==> config.mk <==
export PLATFORM = sky130hd
export DESIGN_NAME = lsa_aligner
export DESIGN_NICKNAME = d
export VERILOG_FILES = /design/src/rtl/lsa_pkg.sv /design/src/rtl/lsa_decode.sv /design/src/rtl/lsa_addr_gen.sv /design/src/rtl/lsa_store_steer.sv /design/src/rtl/lsa_load_extract.sv /design/src/rtl/lsa_aligner.sv
export SDC_FILE = /design/constraint.sdc
export NUM_CORES = 1
export LEC_CHECK = 0
export ABC_AREA = 1
export BUFFER_PORTS_ARGS = -buffer_cell sky130_fd_sc_hd__buf_2
export CORE_UTILIZATION = 56
export DETAILED_ROUTE_END_ITERATION = 16
export PLACE_DENSITY = 0.95
export SYNTH_ARGS = -nofsm -noshare
export SYNTH_HDL_FRONTEND = slang
export SYNTH_SLANG_ARGS = --single-unit
==> constraint.sdc <==
create_clock -name clk_i -period 3.1 [get_ports clk_i]
set_input_delay 0.62 -clock clk_i [delete_from_list [all_inputs] [get_ports clk_i]]
set_output_delay 0.62 -clock clk_i [all_outputs]
set_load 0.02 [all_outputs]
==> src/rtl/lsa_pkg.sv <==
package lsa_pkg;

  localparam logic [5:0] OPC_LD_BYTE_S = 6'b100000;
  localparam logic [5:0] OPC_LD_BYTE_U = 6'b100100;
  localparam logic [5:0] OPC_LD_HALF_S = 6'b100001;
  localparam logic [5:0] OPC_LD_HALF_U = 6'b100101;
  localparam logic [5:0] OPC_LD_WORD   = 6'b100011;
  localparam logic [5:0] OPC_ST_BYTE   = 6'b101000;
  localparam logic [5:0] OPC_ST_HALF   = 6'b101001;
  localparam logic [5:0] OPC_ST_WORD   = 6'b101011;

  typedef enum logic [1:0] {
    SZ_BYTE = 2'd0,
    SZ_HALF = 2'd1,
    SZ_WORD = 2'd2
  } acc_size_e;

  typedef struct packed {
    logic      known;
    logic      store;
    logic      sext;
    acc_size_e size;
  } op_info_t;

endpackage

==> src/rtl/lsa_decode.sv <==
module lsa_decode
  import lsa_pkg::*;
(
  input  logic [5:0] opcode_i,
  output op_info_t   info_o
);

  always_comb begin
    info_o = '{known: 1'b1, store: 1'b0, sext: 1'b0, size: SZ_BYTE};
    unique case (opcode_i)
      OPC_LD_BYTE_S: info_o.sext = 1'b1;
      OPC_LD_BYTE_U: ;
      OPC_LD_HALF_S: begin info_o.size = SZ_HALF; info_o.sext = 1'b1; end
      OPC_LD_HALF_U: info_o.size = SZ_HALF;
      OPC_LD_WORD:   info_o.size = SZ_WORD;
      OPC_ST_BYTE:   info_o.store = 1'b1;
      OPC_ST_HALF:   begin info_o.store = 1'b1; info_o.size = SZ_HALF; end
      OPC_ST_WORD:   begin info_o.store = 1'b1; info_o.size = SZ_WORD; end
      default:       info_o.known = 1'b0;
    endcase
  end

endmodule

==> src/rtl/lsa_addr_gen.sv <==
module lsa_addr_gen
  import lsa_pkg::*;
#(
  parameter int ADDR_W = 32,
  parameter int OFFS_W = 16,
  parameter int LANE_W = 2
) (
  input  logic [ADDR_W-1:0]        base_i,
  input  logic [OFFS_W-1:0]        offset_i,
  input  acc_size_e                size_i,
  output logic [ADDR_W-LANE_W-1:0] word_addr_o,
  output logic [LANE_W-1:0]        lane_o,
  output logic                     misaligned_o
);

  localparam int EXT_W = ADDR_W - OFFS_W;

  logic [ADDR_W-1:0] ea;

  assign ea          = base_i + {{EXT_W{offset_i[OFFS_W-1]}}, offset_i};
  assign word_addr_o = ea[ADDR_W-1:LANE_W];
  assign lane_o      = ea[LANE_W-1:0];

  always_comb begin
    unique case (size_i)
      SZ_HALF: misaligned_o = lane_o[0];
      SZ_WORD: misaligned_o = |lane_o;
      default: misaligned_o = 1'b0;
    endcase
  end

endmodule

==> src/rtl/lsa_store_steer.sv <==
module lsa_store_steer
  import lsa_pkg::*;
#(
  parameter int DATA_W = 32
) (
  input  logic              enable_i,
  input  acc_size_e         size_i,
  input  logic [$clog2(DATA_W/8)-1:0] lane_i,
  input  logic [DATA_W-1:0] store_data_i,
  output logic [DATA_W/8-1:0] be_o,
  output logic [DATA_W-1:0] wdata_o
);

  localparam int NUM_LANES = DATA_W / 8;

  logic [NUM_LANES-1:0] size_mask;

  always_comb begin
    unique case (size_i)
      SZ_BYTE: size_mask = NUM_LANES'(1);
      SZ_HALF: size_mask = NUM_LANES'(3);
      default: size_mask = '1;
    endcase
  end

  assign be_o = enable_i ? (size_mask << lane_i) : '0;

  // copy the narrow value into every lane; enables alone choose what lands
  for (genvar g = 0; g < NUM_LANES; g++) begin : g_lane
    always_comb begin
      unique case (size_i)
        SZ_BYTE: wdata_o[8*g +: 8] = store_data_i[7:0];
        SZ_HALF: wdata_o[8*g +: 8] = store_data_i[8*(g%2) +: 8];
        default: wdata_o[8*g +: 8] = store_data_i[8*g +: 8];
      endcase
    end
  end

endmodule

==> src/rtl/lsa_load_extract.sv <==
module lsa_load_extract
  import lsa_pkg::*;
#(
  parameter int DATA_W = 32
) (
  input  logic              valid_i,
  input  acc_size_e         size_i,
  input  logic              sext_i,
  input  logic [$clog2(DATA_W/8)-1:0] lane_i,
  input  logic [DATA_W-1:0] rdata_i,
  output logic [DATA_W-1:0] data_o
);

  localparam int LANE_W = $clog2(DATA_W / 8);

  logic [7:0]        byte_val;
  logic [15:0]       half_val;
  logic [LANE_W-2:0] half_sel;

  assign half_sel = lane_i[LANE_W-1:1];
  assign byte_val = rdata_i[{lane_i, 3'b000} +: 8];
  assign half_val = rdata_i[{half_sel, 4'b0000} +: 16];

  always_comb begin
    if (!valid_i) begin
      data_o = '0;
    end else begin
      unique case (size_i)
        SZ_BYTE: data_o = {{(DATA_W-8){sext_i & byte_val[7]}}, byte_val};
        SZ_HALF: data_o = {{(DATA_W-16){sext_i & half_val[15]}}, half_val};
        default: data_o = rdata_i;
      endcase
    end
  end

endmodule

==> src/rtl/lsa_aligner.sv <==
module lsa_aligner
  import lsa_pkg::*;
#(
  parameter int ADDR_W = 32,
  parameter int DATA_W = 32,
  parameter int OFFS_W = 16
) (
  input  logic                        clk_i,
  input  logic                        rst_ni,
  input  logic                        req_valid_i,
  input  logic [5:0]                  opcode_i,
  input  logic [ADDR_W-1:0]           base_i,
  input  logic [OFFS_W-1:0]           offset_i,
  input  logic [DATA_W-1:0]           store_data_i,
  input  logic [DATA_W-1:0]           mem_rdata_i,
  output logic                        mem_req_o,
  output logic                        mem_we_o,
  output logic [ADDR_W-$clog2(DATA_W/8)-1:0] mem_addr_o,
  output logic [DATA_W/8-1:0]         mem_be_o,
  output logic [DATA_W-1:0]           mem_wdata_o,
  output logic                        misaligned_o,
  output logic                        load_valid_o,
  output logic [DATA_W-1:0]           load_data_o
);

  localparam int NUM_LANES = DATA_W / 8;
  localparam int LANE_W    = $clog2(NUM_LANES);
  localparam int WADDR_W   = ADDR_W - LANE_W;

  op_info_t             info;
  logic [WADDR_W-1:0]   word_addr;
  logic [LANE_W-1:0]    lane;
  logic                 misaligned;
  logic                 accept, issue;
  logic [NUM_LANES-1:0] be_d;
  logic [DATA_W-1:0]    wdata_d;

  // load metadata, stage 1 (request out) and stage 2 (data back)
  logic              ld1_q, ld2_q;
  logic [LANE_W-1:0] lane1_q, lane2_q;
  acc_size_e         size1_q, size2_q;
  logic              sext1_q, sext2_q;

  lsa_decode u_decode (
    .opcode_i (opcode_i),
    .info_o   (info)
  );

  lsa_addr_gen #(
    .ADDR_W (ADDR_W),
    .OFFS_W (OFFS_W),
    .LANE_W (LANE_W)
  ) u_addr_gen (
    .base_i       (base_i),
    .offset_i     (offset_i),
    .size_i       (info.size),
    .word_addr_o  (word_addr),
    .lane_o       (lane),
    .misaligned_o (misaligned)
  );

  assign accept = req_valid_i & info.known;
  assign issue  = accept & ~misaligned;

  lsa_store_steer #(
    .DATA_W (DATA_W)
  ) u_store_steer (
    .enable_i     (issue),
    .size_i       (info.size),
    .lane_i       (lane),
    .store_data_i (store_data_i),
    .be_o         (be_d),
    .wdata_o      (wdata_d)
  );

  always_ff @(posedge clk_i or negedge rst_ni) begin
    if (!rst_ni) begin
      mem_req_o    <= 1'b0;
      mem_we_o     <= 1'b0;
      mem_addr_o   <= '0;
      mem_be_o     <= '0;
      mem_wdata_o  <= '0;
      misaligned_o <= 1'b0;
      ld1_q        <= 1'b0;
      lane1_q      <= '0;
      size1_q      <= SZ_BYTE;
      sext1_q      <= 1'b0;
    end else begin
      mem_req_o    <= issue;
      mem_we_o     <= issue & info.store;
      mem_be_o     <= be_d;
      misaligned_o <= accept & misaligned;
      ld1_q        <= issue & ~info.store;
      if (issue) begin
        mem_addr_o <= word_addr;
        lane1_q    <= lane;
        size1_q    <= info.size;
        sext1_q    <= info.sext;
      end
      if (issue && info.store) begin
        mem_wdata_o <= wdata_d;
      end
    end
  end

  always_ff @(posedge clk_i or negedge rst_ni) begin
    if (!rst_ni) begin
      ld2_q   <= 1'b0;
      lane2_q <= '0;
      size2_q <= SZ_BYTE;
      sext2_q <= 1'b0;
    end else begin
      ld2_q <= ld1_q;
      if (ld1_q) begin
        lane2_q <= lane1_q;
        size2_q <= size1_q;
        sext2_q <= sext1_q;
      end
    end
  end

  lsa_load_extract #(
    .DATA_W (DATA_W)
  ) u_load_extract (
    .valid_i (ld2_q),
    .size_i  (size2_q),
    .sext_i  (sext2_q),
    .lane_i  (lane2_q),
    .rdata_i (mem_rdata_i),
    .data_o  (load_data_o)
  );

  assign load_valid_o = ld2_q;

endmodule

==> run summary <==
The top cell types in the final layout, fill and taps aside, are sky130_fd_sc_hd__nand2_1, sky130_fd_sc_hd__buf_2, sky130_fd_sc_hd__inv_1. The total of cells resized after clock tree synthesis came out at 0. The per-cell routed wire length is 13.1 microns. The TritonCTS clock tree is done. The synthesized netlist devotes 1.99% of its cell area to XOR and XNOR gates. The width of the die came out at 111 microns. The overflow left after global routing came out at 0. The initial core utilization came out at 57.5%. The share of synthesized area spent on multiplexers came out at 1.06%.

The sequential-to-total area share from yosys stat is 30.7%. The initialized floorplan defines 39 standard-cell rows. The post-route antenna net violation count came out at 0. The total area inside the core boundary comes to 11500 sq um.

The power per unit of standard cell area came out at 456 nW/um^2. The number of port buffers is 222. At the placement stage, the worst setup path has a slack of 0.295 ns.

The overall global routing resource usage came out at 30.1%. The max-cap violation count came out at 0. The clock-pin slew reported for the worst setup and hold paths after clock tree synthesis came out at 0.06 ns. The number of global-route vias before repair came out at 6541. Clock tree synthesis inserted a total of 9 buffers. The post-synthesis to final-layout area growth is 23.0%. The wire length of the first global-routing pass came out at 30300 microns. In the post-route analysis, the smallest setup slack over all paths is 0.217 ns. The maximum clock skew at final layout is 0.00685 ns. The run finished with clean final reports. The number of antenna violations at the first check in global routing came out at 0.

The leakage power of the design came out at 0.00492 uW. The library cell used most frequently in the layout, excluding fill and tap cells, is sky130_fd_sc_hd__nand2_1. The worst slew margin relative to its limit came out at 34.1%. The cell count after synthesis is 1017. STA classifies the critical path endpoint as an output pin. The worst setup path is of the flop to output pin kind.

The proportion of power drawn by combinational gates came out at 36.6%. The net load switching power came out at 1400 uW. The die span in y is 111 microns. Once layout is done, the placed cells without fillers occupy 8110 sq um. The total count of max-transition violations in the final report came to 0.

The number of hold buffers added after CTS came out at 0. Once the clock tree was built, the setup fixing pass inserted 0 buffers. The final net count is 1389. The area enclosed by the die boundary came out at 12200 sq um.

The fraction of the cycle the final worst path needs is 93.0%. In this run the worst path has a maximum fanout of 16. By area, the combinational part of the netlist is dominated by simple AND/OR/NAND/NOR gates.

After detailed routing, the number of remaining DRC violations is 0. The ratio of cells with drive above 1 in the final layout came out at 22.2%. The clock sink total is 81. Cell internal power was estimated by the tool at 2290 uW. The area of the mapped netlist came out at 6590 sq um. The required time reported for the critical path endpoint is 2.48 ns. The H-tree was split into 3 levels. The time the final worst path needs with I/O delays and setup is 2.88 ns.

The instance area after placement came out at 7830 sq um. After Yosys synthesis, and, or, nand and nor cells account for 35.6% of the synthesized area. The initial detailed-routing violation count is 854. The routed wire length is 18100 microns. The routed via count divided by cell count came out at 5.22. The tightest min-delay check is of the input pin to asynchronous set/reset pin type. The first detailed-routing pass ran for 5 iterations. The clock reaches the later pin of the worst-skew pair after 0.33 ns. For this run, the number of Yosys warnings is 0. The mean instance size in the synthesized netlist came out at 6.48 sq um.

The number of different library cells used by synthesis comes to 38. Setup repair after global routing left no endpoint under its margin. Across all layers, the routed design uses 7199 vias.

The share of total power dissipated in sequential elements is 36.6%. Setup violations remaining at the end of the flow were counted as 0. The largest net degree at the start of global routing is 82.

The detailed placement HPWL came out at 14100 microns. The global placement routability congestion is 0.917. Summing the areas of all compound-gate instances in the mapped netlist gives 12.5% of the synthesized area. The switching power as a share of total power is 37.9%. The flop and latch count out of synthesis came out at 81. The data arrival time of the critical path is 2.26 ns. The share of total power in the clock network came out at 26.8%. The count of antenna diodes in the layout is 0. The summed negative setup slack over all endpoints came out at 0 ns. The longest clock path from root to sink contains 2 buffers. The highest ir drop seen on vdd is 0.000437 V. The hold violation count in the final report came out at 0. The synthesized netlist devotes 6.95% of its cell area to adder and majority cells. STA classifies the critical path startpoint as a flop. Based on the critical path, the design can be clocked at up to 347 MHz. The root buffer cell chosen for the clock tree is sky130_fd_sc_hd__clkbuf_16.

The actual slew at the worst max-slew pin came out at 0.988 ns. The number of nets in the synthesized netlist is 1174. The number of I/O pins came out at 223.
cell usage after synthesis, drive strengths merged:
library cell  count  area share (%)
nand3            49             3.7
inv             152             8.8
nand3b            4            0.46
nand4             5            0.57
dfrtp            81              31
ha               35             6.6
nor3              6            0.46
o21bai            3            0.34
buf              17             1.8
and2              1           0.095
nand2           400              23
xnor2            15             2.0
o211ai            9             1.0
o21a             17             1.9
a21o              1            0.11
o31ai             1            0.11
clkbuf           10            0.59
mux2i             7             1.1
o21ai            71             5.4
a22oi             1            0.32
a21oi            41             3.1
fa                1            0.30
a31oi             1           0.095
nor2             89             7.0
sequential cells by signal, summed over array words and instances (netlist names):
register and flops:
size1_q 2, mem_wdata_o 32, misaligned_o 1, mem_addr_o 30, sext1_q 1, lane1_q 2
size2_q 2, mem_req_o 1, mem_we_o 1, lane2_q 2, load_valid_o 1, mem_be_o 4
sext2_q 1, ld1_q 1
final cells by class:
type | count | area [sq um]
Fill cell | 981 | 3360
Clock buffer | 11 | 243
Inverter | 152 | 578
Sequential cell | 81 | 2030
Multi-Input combinational cell | 757 | 3840
Tap cell | 143 | 179
Timing Repair Buffer | 231 | 1210
Clock inverter | 5 | 40.0
metal layers:
layer | track usage (%) | vias up | wire, microns | share of wire, %
met5 | 0 | - | 0 | 0
met4 | 10.3 | 0 | 450 | 2.5
met3 | 4.06 | 42 | 986 | 5.4
met2 | 53.3 | 288 | 9140 | 50
met1 | 37.7 | 3257 | 7560 | 42
li1 | - | 3612 | - | -
power groups by stage:
stage                     Clock [uW]  Combinational [uW]  Sequential (uW)
after floorplan                    0                 712             1530
after global placement             0                1310             1360
after detailed placement           0                1340             1370
after CTS                        997                1350             1350
after global routing            1050                1500             1370
final                            991                1350             1350
kinds of logic (layout without fill, tap and decap cells):
family          after synthesis  after routing
flops                        81             81
xor+xnor                     15             15
mux                           7              7
buf+inv                     179            399
simple gates                554            554
compound gates              145            145
fa+ha+maj                    36             36
stage by stage:
step / power (uW) / hold slack (ns) / instances / utilization [%]
floorplan: 2240 / 0.324 / 1017 / -
global placement: 2670 / 0.459 / 1364 / 68.3
detailed placement: 2710 / 0.460 / 1364 / 68.3
CTS: 3700 / 0.477 / 1380 / 70.7
global route: 3930 / 0.503 / 1380 / 70.7
finish: 3700 / 0.446 / 1380 / 70.7
path summary, 6_finish.rpt:
kind	to	start	cells past startpoint	slack (ns)
min	mem_wdata_o[20]$_DFFE_PN0P_	rst_ni	1	0.45
min in group clk_i	mem_addr_o[15]$_DFFE_PN0P_	mem_addr_o[15]$_DFFE_PN0P_	2	0.48
max in group asynchronous	mem_addr_o[5]$_DFFE_PN0P_	rst_ni	1	2.01
max	load_data_o[17]	size2_q[1]$_DFFE_PN0P_	11	0.22
max reg2reg	size2_q[1]$_DFFE_PN0P_	size2_q[1]$_DFFE_PN0P_	4	1.93
min reg2reg	mem_addr_o[15]$_DFFE_PN0P_	mem_addr_o[15]$_DFFE_PN0P_	2	0.48
worst max-delay path, cell delays in order, from the launching register on:
cell	delay, ns
sky130_fd_sc_hd__dfrtp_1	0.38
sky130_fd_sc_hd__buf_4	0.20
sky130_fd_sc_hd__inv_2	0.09
sky130_fd_sc_hd__nand2_4	0.08
sky130_fd_sc_hd__nor2_8	0.16
sky130_fd_sc_hd__a22oi_4	0.07
sky130_fd_sc_hd__nor2_2	0.21
sky130_fd_sc_hd__nor2_8	0.07
sky130_fd_sc_hd__o21ai_2	0.08
sky130_fd_sc_hd__nand2_4	0.23
sky130_fd_sc_hd__nor2_1	0.17
sky130_fd_sc_hd__buf_2	0.18
No activity file was read; power rests on OpenSTA's default activity.
